### src/rtl/oea_pkg.sv
package oea_pkg;

  typedef enum logic [2:0] {
    AM_ZP   = 3'd0,
    AM_ZPX  = 3'd1,
    AM_ZPY  = 3'd2,
    AM_ABS  = 3'd3,
    AM_ABSX = 3'd4,
    AM_ABSY = 3'd5,
    AM_IND  = 3'd6,
    AM_RSV  = 3'd7
  } amode_e;

  typedef enum logic [2:0] {
    ST_IDLE,
    ST_FETCH_LO,
    ST_FETCH_HI,
    ST_PTR_LO,
    ST_PTR_HI,
    ST_DONE
  } seq_state_e;

  typedef enum logic [1:0] {
    SEL_PC1,
    SEL_PC2,
    SEL_PTR,
    SEL_PTR1
  } asel_e;

  typedef enum logic [1:0] {
    EA_NONE,
    EA_PAGE0,
    EA_ABS,
    EA_IND
  } ea_src_e;

  typedef enum logic [1:0] {
    IX_NONE,
    IX_X,
    IX_Y
  } idx_src_e;

  function automatic logic is_page0(amode_e m);
    return (m == AM_ZP) || (m == AM_ZPX) || (m == AM_ZPY) || (m == AM_RSV);
  endfunction

  function automatic logic is_ind(amode_e m);
    return m == AM_IND;
  endfunction

  function automatic idx_src_e idx_of(amode_e m);
    case (m)
      AM_ZPX, AM_ABSX: return IX_X;
      AM_ZPY, AM_ABSY: return IX_Y;
      default:         return IX_NONE;
    endcase
  endfunction

endpackage

### src/rtl/oea_rst_sync.sv
module oea_rst_sync #(
  parameter int STAGES = 2
) (
  input  logic clk,
  input  logic rst_n,
  output logic rst_n_sync
);
  logic [STAGES-1:0] chain_q;

  always_ff @(posedge clk or negedge rst_n) begin
    if (!rst_n) chain_q <= '0;
    else        chain_q <= {chain_q[STAGES-2:0], 1'b1};
  end

  assign rst_n_sync = chain_q[STAGES-1];
endmodule

### src/rtl/oea_fsm.sv
module oea_fsm
  import oea_pkg::*;
(
  input  logic    clk,
  input  logic    rst_n,
  input  logic    start,
  input  amode_e  mode_q,
  output logic    busy,
  output logic    done,
  output logic    accept,
  output logic    mem_rd,
  output asel_e   asel,
  output logic    cap_lo,
  output logic    cap_hi,
  output logic    cap_tlo,
  output ea_src_e ea_ld
);
  seq_state_e st_q, st_d;

  always_comb begin
    st_d    = st_q;
    accept  = 1'b0;
    mem_rd  = 1'b0;
    asel    = SEL_PC1;
    cap_lo  = 1'b0;
    cap_hi  = 1'b0;
    cap_tlo = 1'b0;
    ea_ld   = EA_NONE;
    case (st_q)
      ST_IDLE: begin
        if (start) begin
          accept = 1'b1;
          mem_rd = 1'b1;
          asel   = SEL_PC1;
          st_d   = ST_FETCH_LO;
        end
      end
      ST_FETCH_LO: begin
        cap_lo = 1'b1;
        if (is_page0(mode_q)) begin
          ea_ld = EA_PAGE0;
          st_d  = ST_DONE;
        end else begin
          mem_rd = 1'b1;
          asel   = SEL_PC2;
          st_d   = ST_FETCH_HI;
        end
      end
      ST_FETCH_HI: begin
        cap_hi = 1'b1;
        if (is_ind(mode_q)) begin
          mem_rd = 1'b1;
          asel   = SEL_PTR;
          st_d   = ST_PTR_LO;
        end else begin
          ea_ld = EA_ABS;
          st_d  = ST_DONE;
        end
      end
      ST_PTR_LO: begin
        cap_tlo = 1'b1;
        mem_rd  = 1'b1;
        asel    = SEL_PTR1;
        st_d    = ST_PTR_HI;
      end
      ST_PTR_HI: begin
        ea_ld = EA_IND;
        st_d  = ST_DONE;
      end
      ST_DONE: st_d = ST_IDLE;
      default: st_d = ST_IDLE;
    endcase
  end

  always_ff @(posedge clk or negedge rst_n) begin
    if (!rst_n) st_q <= ST_IDLE;
    else        st_q <= st_d;
  end

  assign busy = (st_q != ST_IDLE);
  assign done = (st_q == ST_DONE);


  done_pulse_chk: assert property (@(posedge clk) disable iff (!rst_n)
    done |=> !done);


  busy_hold_chk: assert property (@(posedge clk) disable iff (!rst_n)
    (busy && !done) |=> busy);


  idle_no_rd_chk: assert property (@(posedge clk) disable iff (!rst_n)
    (!busy && !start) |-> !mem_rd);

endmodule

### src/rtl/oea_ea_calc.sv
module oea_ea_calc #(
  parameter int DW = 8,
  parameter int AW = 2 * DW
) (
  input  logic [DW-1:0] op_byte,
  input  logic [DW-1:0] idx,
  input  logic [AW-1:0] op_word,
  input  logic [DW-1:0] tgt_lo,
  input  logic [DW-1:0] tgt_hi,
  output logic [AW-1:0] ea_page0,
  output logic [AW-1:0] ea_abs,
  output logic [AW-1:0] ea_ind
);
  localparam int HIW = AW - DW;

  logic [DW-1:0] page_sum;

  always_comb begin
    page_sum = op_byte + idx;
    ea_page0 = {{HIW{1'b0}}, page_sum};
    ea_abs   = op_word + {{HIW{1'b0}}, idx};
    ea_ind   = {tgt_hi[HIW-1:0], tgt_lo};
  end
endmodule

### src/rtl/oea_datapath.sv
module oea_datapath
  import oea_pkg::*;
#(
  parameter int DW = 8,
  parameter int AW = 2 * DW
) (
  input  logic          clk,
  input  logic          rst_n,
  input  logic          accept,
  input  amode_e        mode_in,
  input  logic [AW-1:0] pc_in,
  input  logic [DW-1:0] x_in,
  input  logic [DW-1:0] y_in,
  input  logic [DW-1:0] rdata,
  input  logic          mem_rd,
  input  asel_e         asel,
  input  logic          cap_lo,
  input  logic          cap_hi,
  input  logic          cap_tlo,
  input  ea_src_e       ea_ld,
  output amode_e        mode_q,
  output logic [AW-1:0] mem_addr,
  output logic [AW-1:0] ea,
  output logic [AW-1:0] pc_next
);
  localparam logic [AW-1:0] LEN_SHORT = AW'(2);
  localparam logic [AW-1:0] LEN_LONG  = AW'(3);
  localparam logic [AW-1:0] ONE       = AW'(1);

  amode_e        mode_d;
  logic [AW-1:0] pc_q, pc_d;
  logic [DW-1:0] idx_q, idx_d;
  logic [DW-1:0] lo_q, lo_d;
  logic [AW-1:0] ptr_q, ptr_d;
  logic [DW-1:0] tlo_q, tlo_d;
  logic [AW-1:0] ea_q, ea_d;
  logic [AW-1:0] pcn_q, pcn_d;

  logic [AW-1:0] op_word;
  logic [AW-1:0] ea_page0, ea_abs, ea_ind;

  assign op_word = {rdata[AW-DW-1:0], lo_q};

  oea_ea_calc #(.DW(DW), .AW(AW)) u_calc (
    .op_byte  (rdata),
    .idx      (idx_q),
    .op_word  (op_word),
    .tgt_lo   (tlo_q),
    .tgt_hi   (rdata),
    .ea_page0 (ea_page0),
    .ea_abs   (ea_abs),
    .ea_ind   (ea_ind)
  );

  always_comb begin
    case (asel)
      SEL_PC1:  mem_addr = pc_in + ONE;
      SEL_PC2:  mem_addr = pc_q + LEN_SHORT;
      SEL_PTR:  mem_addr = op_word;
      SEL_PTR1: mem_addr = ptr_q + ONE;
      default:  mem_addr = pc_in + ONE;
    endcase
  end

  always_comb begin
    mode_d = mode_q;
    pc_d   = pc_q;
    idx_d  = idx_q;
    pcn_d  = pcn_q;
    lo_d   = lo_q;
    ptr_d  = ptr_q;
    tlo_d  = tlo_q;
    ea_d   = ea_q;
    if (accept) begin
      mode_d = mode_in;
      pc_d   = pc_in;
      case (idx_of(mode_in))
        IX_X:    idx_d = x_in;
        IX_Y:    idx_d = y_in;
        default: idx_d = '0;
      endcase
      pcn_d = pc_in + (is_page0(mode_in) ? LEN_SHORT : LEN_LONG);
    end
    if (cap_lo)  lo_d  = rdata;
    if (cap_hi)  ptr_d = op_word;
    if (cap_tlo) tlo_d = rdata;
    case (ea_ld)
      EA_PAGE0: ea_d = ea_page0;
      EA_ABS:   ea_d = ea_abs;
      EA_IND:   ea_d = ea_ind;
      default:  ea_d = ea_q;
    endcase
  end

  always_ff @(posedge clk or negedge rst_n) begin
    if (!rst_n) begin
      mode_q <= AM_ZP;
      pc_q   <= '0;
      idx_q  <= '0;
      pcn_q  <= '0;
      lo_q   <= '0;
      ptr_q  <= '0;
      tlo_q  <= '0;
      ea_q   <= '0;
    end else begin
      mode_q <= mode_d;
      pc_q   <= pc_d;
      idx_q  <= idx_d;
      pcn_q  <= pcn_d;
      lo_q   <= lo_d;
      ptr_q  <= ptr_d;
      tlo_q  <= tlo_d;
      ea_q   <= ea_d;
    end
  end

  assign ea      = ea_q;
  assign pc_next = pcn_q;


  operand_seq_chk: assert property (@(posedge clk) disable iff (!rst_n)
    (mem_rd && asel == SEL_PC2) |-> mem_addr == $past(mem_addr) + ONE);


  ptr_seq_chk: assert property (@(posedge clk) disable iff (!rst_n)
    (mem_rd && asel == SEL_PTR1) |-> mem_addr == $past(mem_addr) + ONE);

endmodule

### src/rtl/oea_seq.sv
module oea_seq
  import oea_pkg::*;
#(
  parameter int DW = 8,
  parameter int AW = 2 * DW
) (
  input  logic          clk,
  input  logic          rst_n,
  input  logic          start,
  input  logic [2:0]    mode,
  input  logic [AW-1:0] pc_in,
  input  logic [DW-1:0] x_idx,
  input  logic [DW-1:0] y_idx,
  output logic          mem_rd,
  output logic [AW-1:0] mem_addr,
  input  logic [DW-1:0] mem_rdata,
  output logic          busy,
  output logic          done,
  output logic [AW-1:0] ea,
  output logic [AW-1:0] pc_next
);
  logic    rst_n_s;
  logic    accept, cap_lo, cap_hi, cap_tlo;
  asel_e   asel;
  ea_src_e ea_ld;
  amode_e  mode_q;

  oea_rst_sync #(.STAGES(2)) u_rst (
    .clk        (clk),
    .rst_n      (rst_n),
    .rst_n_sync (rst_n_s)
  );

  oea_fsm u_fsm (
    .clk     (clk),
    .rst_n   (rst_n_s),
    .start   (start),
    .mode_q  (mode_q),
    .busy    (busy),
    .done    (done),
    .accept  (accept),
    .mem_rd  (mem_rd),
    .asel    (asel),
    .cap_lo  (cap_lo),
    .cap_hi  (cap_hi),
    .cap_tlo (cap_tlo),
    .ea_ld   (ea_ld)
  );

  oea_datapath #(.DW(DW), .AW(AW)) u_dp (
    .clk      (clk),
    .rst_n    (rst_n_s),
    .accept   (accept),
    .mode_in  (amode_e'(mode)),
    .pc_in    (pc_in),
    .x_in     (x_idx),
    .y_in     (y_idx),
    .rdata    (mem_rdata),
    .mem_rd   (mem_rd),
    .asel     (asel),
    .cap_lo   (cap_lo),
    .cap_hi   (cap_hi),
    .cap_tlo  (cap_tlo),
    .ea_ld    (ea_ld),
    .mode_q   (mode_q),
    .mem_addr (mem_addr),
    .ea       (ea),
    .pc_next  (pc_next)
  );


  page0_hi_chk: assert property (@(posedge clk) disable iff (!rst_n_s)
    (done && is_page0(mode_q)) |-> ea[AW-1:DW] == '0);


  no_accept_busy_chk: assert property (@(posedge clk) disable iff (!rst_n_s)
    (start && busy) |=> $stable(mode_q));

endmodule

### config.mk
export PLATFORM = sky130hd
export DESIGN_NAME = oea_seq
export DESIGN_NICKNAME = d
export VERILOG_FILES = /design/src/rtl/oea_pkg.sv /design/src/rtl/oea_rst_sync.sv /design/src/rtl/oea_fsm.sv /design/src/rtl/oea_ea_calc.sv /design/src/rtl/oea_datapath.sv /design/src/rtl/oea_seq.sv
export SDC_FILE = /design/constraint.sdc
export NUM_CORES = 1
export LEC_CHECK = 0
export ABC_AREA = 1
export BUFFER_PORTS_ARGS = -buffer_cell sky130_fd_sc_hd__buf_2
export CAP_MARGIN = 20
export CORE_ASPECT_RATIO = 1.75
export CORE_MARGIN = 1.5
export CORE_UTILIZATION = 55
export CTS_CLUSTER_SIZE = 40
export DETAILED_ROUTE_END_ITERATION = 16
export GPL_TIMING_DRIVEN = 0
export PLACE_DENSITY_LB_ADDON = 0.08
export SYNTH_ARGS = -nofsm -noshare
export SYNTH_HDL_FRONTEND = slang
export SYNTH_HIERARCHICAL = 1
export SYNTH_SLANG_ARGS = --single-unit
### constraint.sdc
create_clock -name clk -period 7.2 [get_ports clk]
set_input_delay 0 -clock clk [delete_from_list [all_inputs] [get_ports clk]]
set_output_delay 0 -clock clk [all_outputs]
set_load 0.05 [all_outputs]
==> flow_metrics.tcl <==
set metrics [dict create \
    io_pins 97 \
    grt_pass1_wl_um 32700 \
    tightest_slew_ns 0.714 \
    powerDensity_nw_per_um2 435 \
    hold_path_class "in -> reg" \
    arrival_ns 3.31 \
    grt_max_degree 64 \
    path_clk_slew_ns 0.08 \
    synthTopCellsByArea "dfrtp_1, nand2_1, nand3_1" \
    drt_pass1_iterations 6 \
    place.gp.congestion 0.914 \
    max_freq_mhz 302 \
    routed_wl_um 20400 \
    layout_common_cells "nand2_1, inv_1, buf_2, nand3_1, dfrtp_1" \
    p_int_mw 1.68 \
    final.setup.tns_ns 0 \
    layout-drive-gt1-share 0.177 \
    sw_frac_of_total 0.532 \
    n_antenna_cell 0 \
    drv_cap 0 \
    peakVddDrop_uv 264 \
    postCtsHoldBufs 19 \
    synth_area_leader_cell "dfrtp_1" \
    hold_viol_final 0 \
    period_needed_ns 3.31 \
    syn_area_um2 7000 \
    worstPathRequired_ns 7.20 \
    drt_first_iter_violations 416 \
    cts_max_level 3 \
    clock_sinks 96 \
    die-area_um2 13400 \
    cts-root-buf "clkbuf_16" \
    synth-main-ff-cell "dfrtp_1" \
    grt_pass1_vias 6938 \
    initial_core_util 0.563 \
    p_comb_frac 0.590 \
    seq_area_frac_synth 0.343 \
    cts_buffers 9 \
    rsz0062_at_grt "false" \
    placementRows 54 \
    timing.final.max_slew_violations 0 \
    dp_hpwl_um 16200 \
    switchingPower_mw 1.91 \
    top_layer "met4" \
    ys_async_sr_fraction 1.00 \
    viasPerCell 5.33 \
    critical_path_class "reg -> out" \
    relSlewSlack 0.524 \
    skew_ns 0.0104 \
    finalCritPeriodShare 0.459 \
    status "complete, no violations" \
    die_h_um 152 \
    core_area_um2 12400 \
    grt-ovfl-total 0 \
    clk_latency_ns 0.35 \
    synth_cell_type_count 49 \
    antenna_left 0 \
    cts_tree "built" \
    die_w_um 88.3 \
    postCtsSetupRepairBufs 0 \
    antenna_found_initial 0 \
    max_stage_delay_ns 0.48 \
    path_cells "nand2_2 > nor2_4 > nand3_2 > o21ai_1 > ha_1 > buf_6 > buf_8 > nand2_1 > nand2_2 > ha_1 > nand3_4 > nor2_2 > nand2_1 > nand2_1 > nand3_1 > nand2_1 > buf_2" \
    syn_to_final_growth_pct 17.6 \
    crit_slowest_cell "dfrtp_1" \
    final_common_cell "nand2_1" \
    wl_per_cell_um 15.7 \
    synth-edff-count 0 \
    drc 0 \
    critPathLaunchType "register" \
    p_seq_frac 0.276 \
    wl_met2_um 11200 \
    clk_path_buf_depth 2 \
    avgSynthCellArea_um2 7.03 \
    cp-end-kind "primary output" \
    synth_warnings 6 \
    ys_seq_elements 96 \
    synth_top_area_frac 0.343 \
    wl_met1_um 7430 \
    finalNetCount 1203 \
    clock_power_share 0.134 \
    cts-resized-gates 0 \
    route.met3.wl_um 692 \
    total_leakage_power_nw 4.18 \
    finalInstanceArea_um2 8240 \
    hold_slack_ns 0.0138 \
    vias 6950 \
    synthCells 997 \
    setup_violations 0 \
    portBuffers 96 \
    path_common_cell "nand2_1" \
    placed_cell_area_um2 7750 \
    track_usage 0.316 \
    crit_fanout 10 \
]
==> through the flow <==
stage	total power, mW	utilization	setup slack (ns)	cells
finish	3.58	0.663	3.89	1304
global route	3.85	0.663	3.72	1304
CTS	3.59	0.663	3.90	1304
detailed placement	3.09	0.624	4.29	1269
global placement	3.05	0.621	3.16	1268
floorplan	2.55	-	4.33	1004
==> sequential cells by signal, summed over array words and instances (netlist names) <==
name           cells
u_dp/ea           16
u_dp/pc_next      16
u_dp/pc_q         16
u_dp/ptr_q        16
u_dp/idx_q         8
u_dp/lo_q          8
u_dp/tlo_q         8
u_dp/mode_q        3
u_fsm/st_q         3
u_rst/chain_q      2
==> routing by layer <==
layer  track usage  vias to the layer above
met5             0                        -
met4         0.193                        0
met3        0.0406                       76
met2         0.588                      209
met1         0.317                     3188
li1              -                     3477
==> cell usage after synthesis (6+ instances only) <==
library cell and number:
nand2_1 298, inv_1 103, nand3_1 97, dfrtp_1 96, o21ai_0 64, nor2_1 55
clkbuf_1 33, buf_4 25, ha_1 24, nand2_2 19, nor3_1 19, o21bai_1 18
a21oi_1 16, a31oi_1 16, xor2_1 14, mux2_2 10, a22o_1 9, nor2_2 9
o211ai_1 9, o21ai_1 7, nand4_1 6
==> logic make-up after synthesis <==
family,share of synthesized area
buffers and inverters,0.112
multiplexers,0.0161
XOR/XNOR,0.0200
flip-flops,0.343
AND/OR/NAND/NOR,0.325
other,0.00107
adder cells (fa/ha/maj),0.0486
AO/OA/AOI/OAI,0.134
==> worst max-delay path, delay by kind of cell (launching register included) <==
| kind | cells | cell delay [ns] |
|---|---|---|
| AND/OR/NAND/NOR | 11 | 1.29 |
| buffers and inverters | 3 | 0.54 |
| flip-flops | 1 | 0.48 |
| adder cells (fa/ha/maj) | 2 | 0.45 |
| AO/OA/AOI/OAI | 1 | 0.18 |
==> final timing paths <==
path	end	start	slack (ns)	cells after the start
setup / recovery	mem_addr[12]	u_fsm/st_q[0]	3.89	17
hold / removal	u_dp/idx_q[0]	x_idx[0]	0.01	4
setup reg to reg	u_dp/ea[5]	u_fsm/st_q[2]	4.65	9
hold reg to reg	u_fsm/st_q[1]	u_rst/chain_q[1]	0.28	0
max in group asynchronous	u_dp/ea[10]	u_rst/chain_q[1]	6.25	1
min in group asynchronous	u_fsm/st_q[1]	u_rst/chain_q[1]	0.28	0
==> layout make-up <==
| cell class | instances | area (um2) |
|---|---|---|
| multi-input combinational | 734 | 3840 |
| timing repair buffer | 116 | 698 |
| clock inverter | 7 | 71.3 |
| fill | 1197 | 4190 |
| inverter | 110 | 415 |
| tap | 168 | 210 |
| buffer | 64 | 369 |
| sequential | 96 | 2410 |
| clock buffer | 9 | 225 |
==> power groups by stage <==
stage	Combinational, mW	Sequential [mW]	Clock (mW)
2_1_floorplan	1.28	1.27	0
3_3_place_gp	2.06	0.995	0
3_5_place_dp	2.09	0.994	0
4_1_cts	2.11	0.988	0.490
5_1_grt	2.31	1.02	0.514
6_report	2.11	0.990	0.481
(Power assumes the default switching activity.)
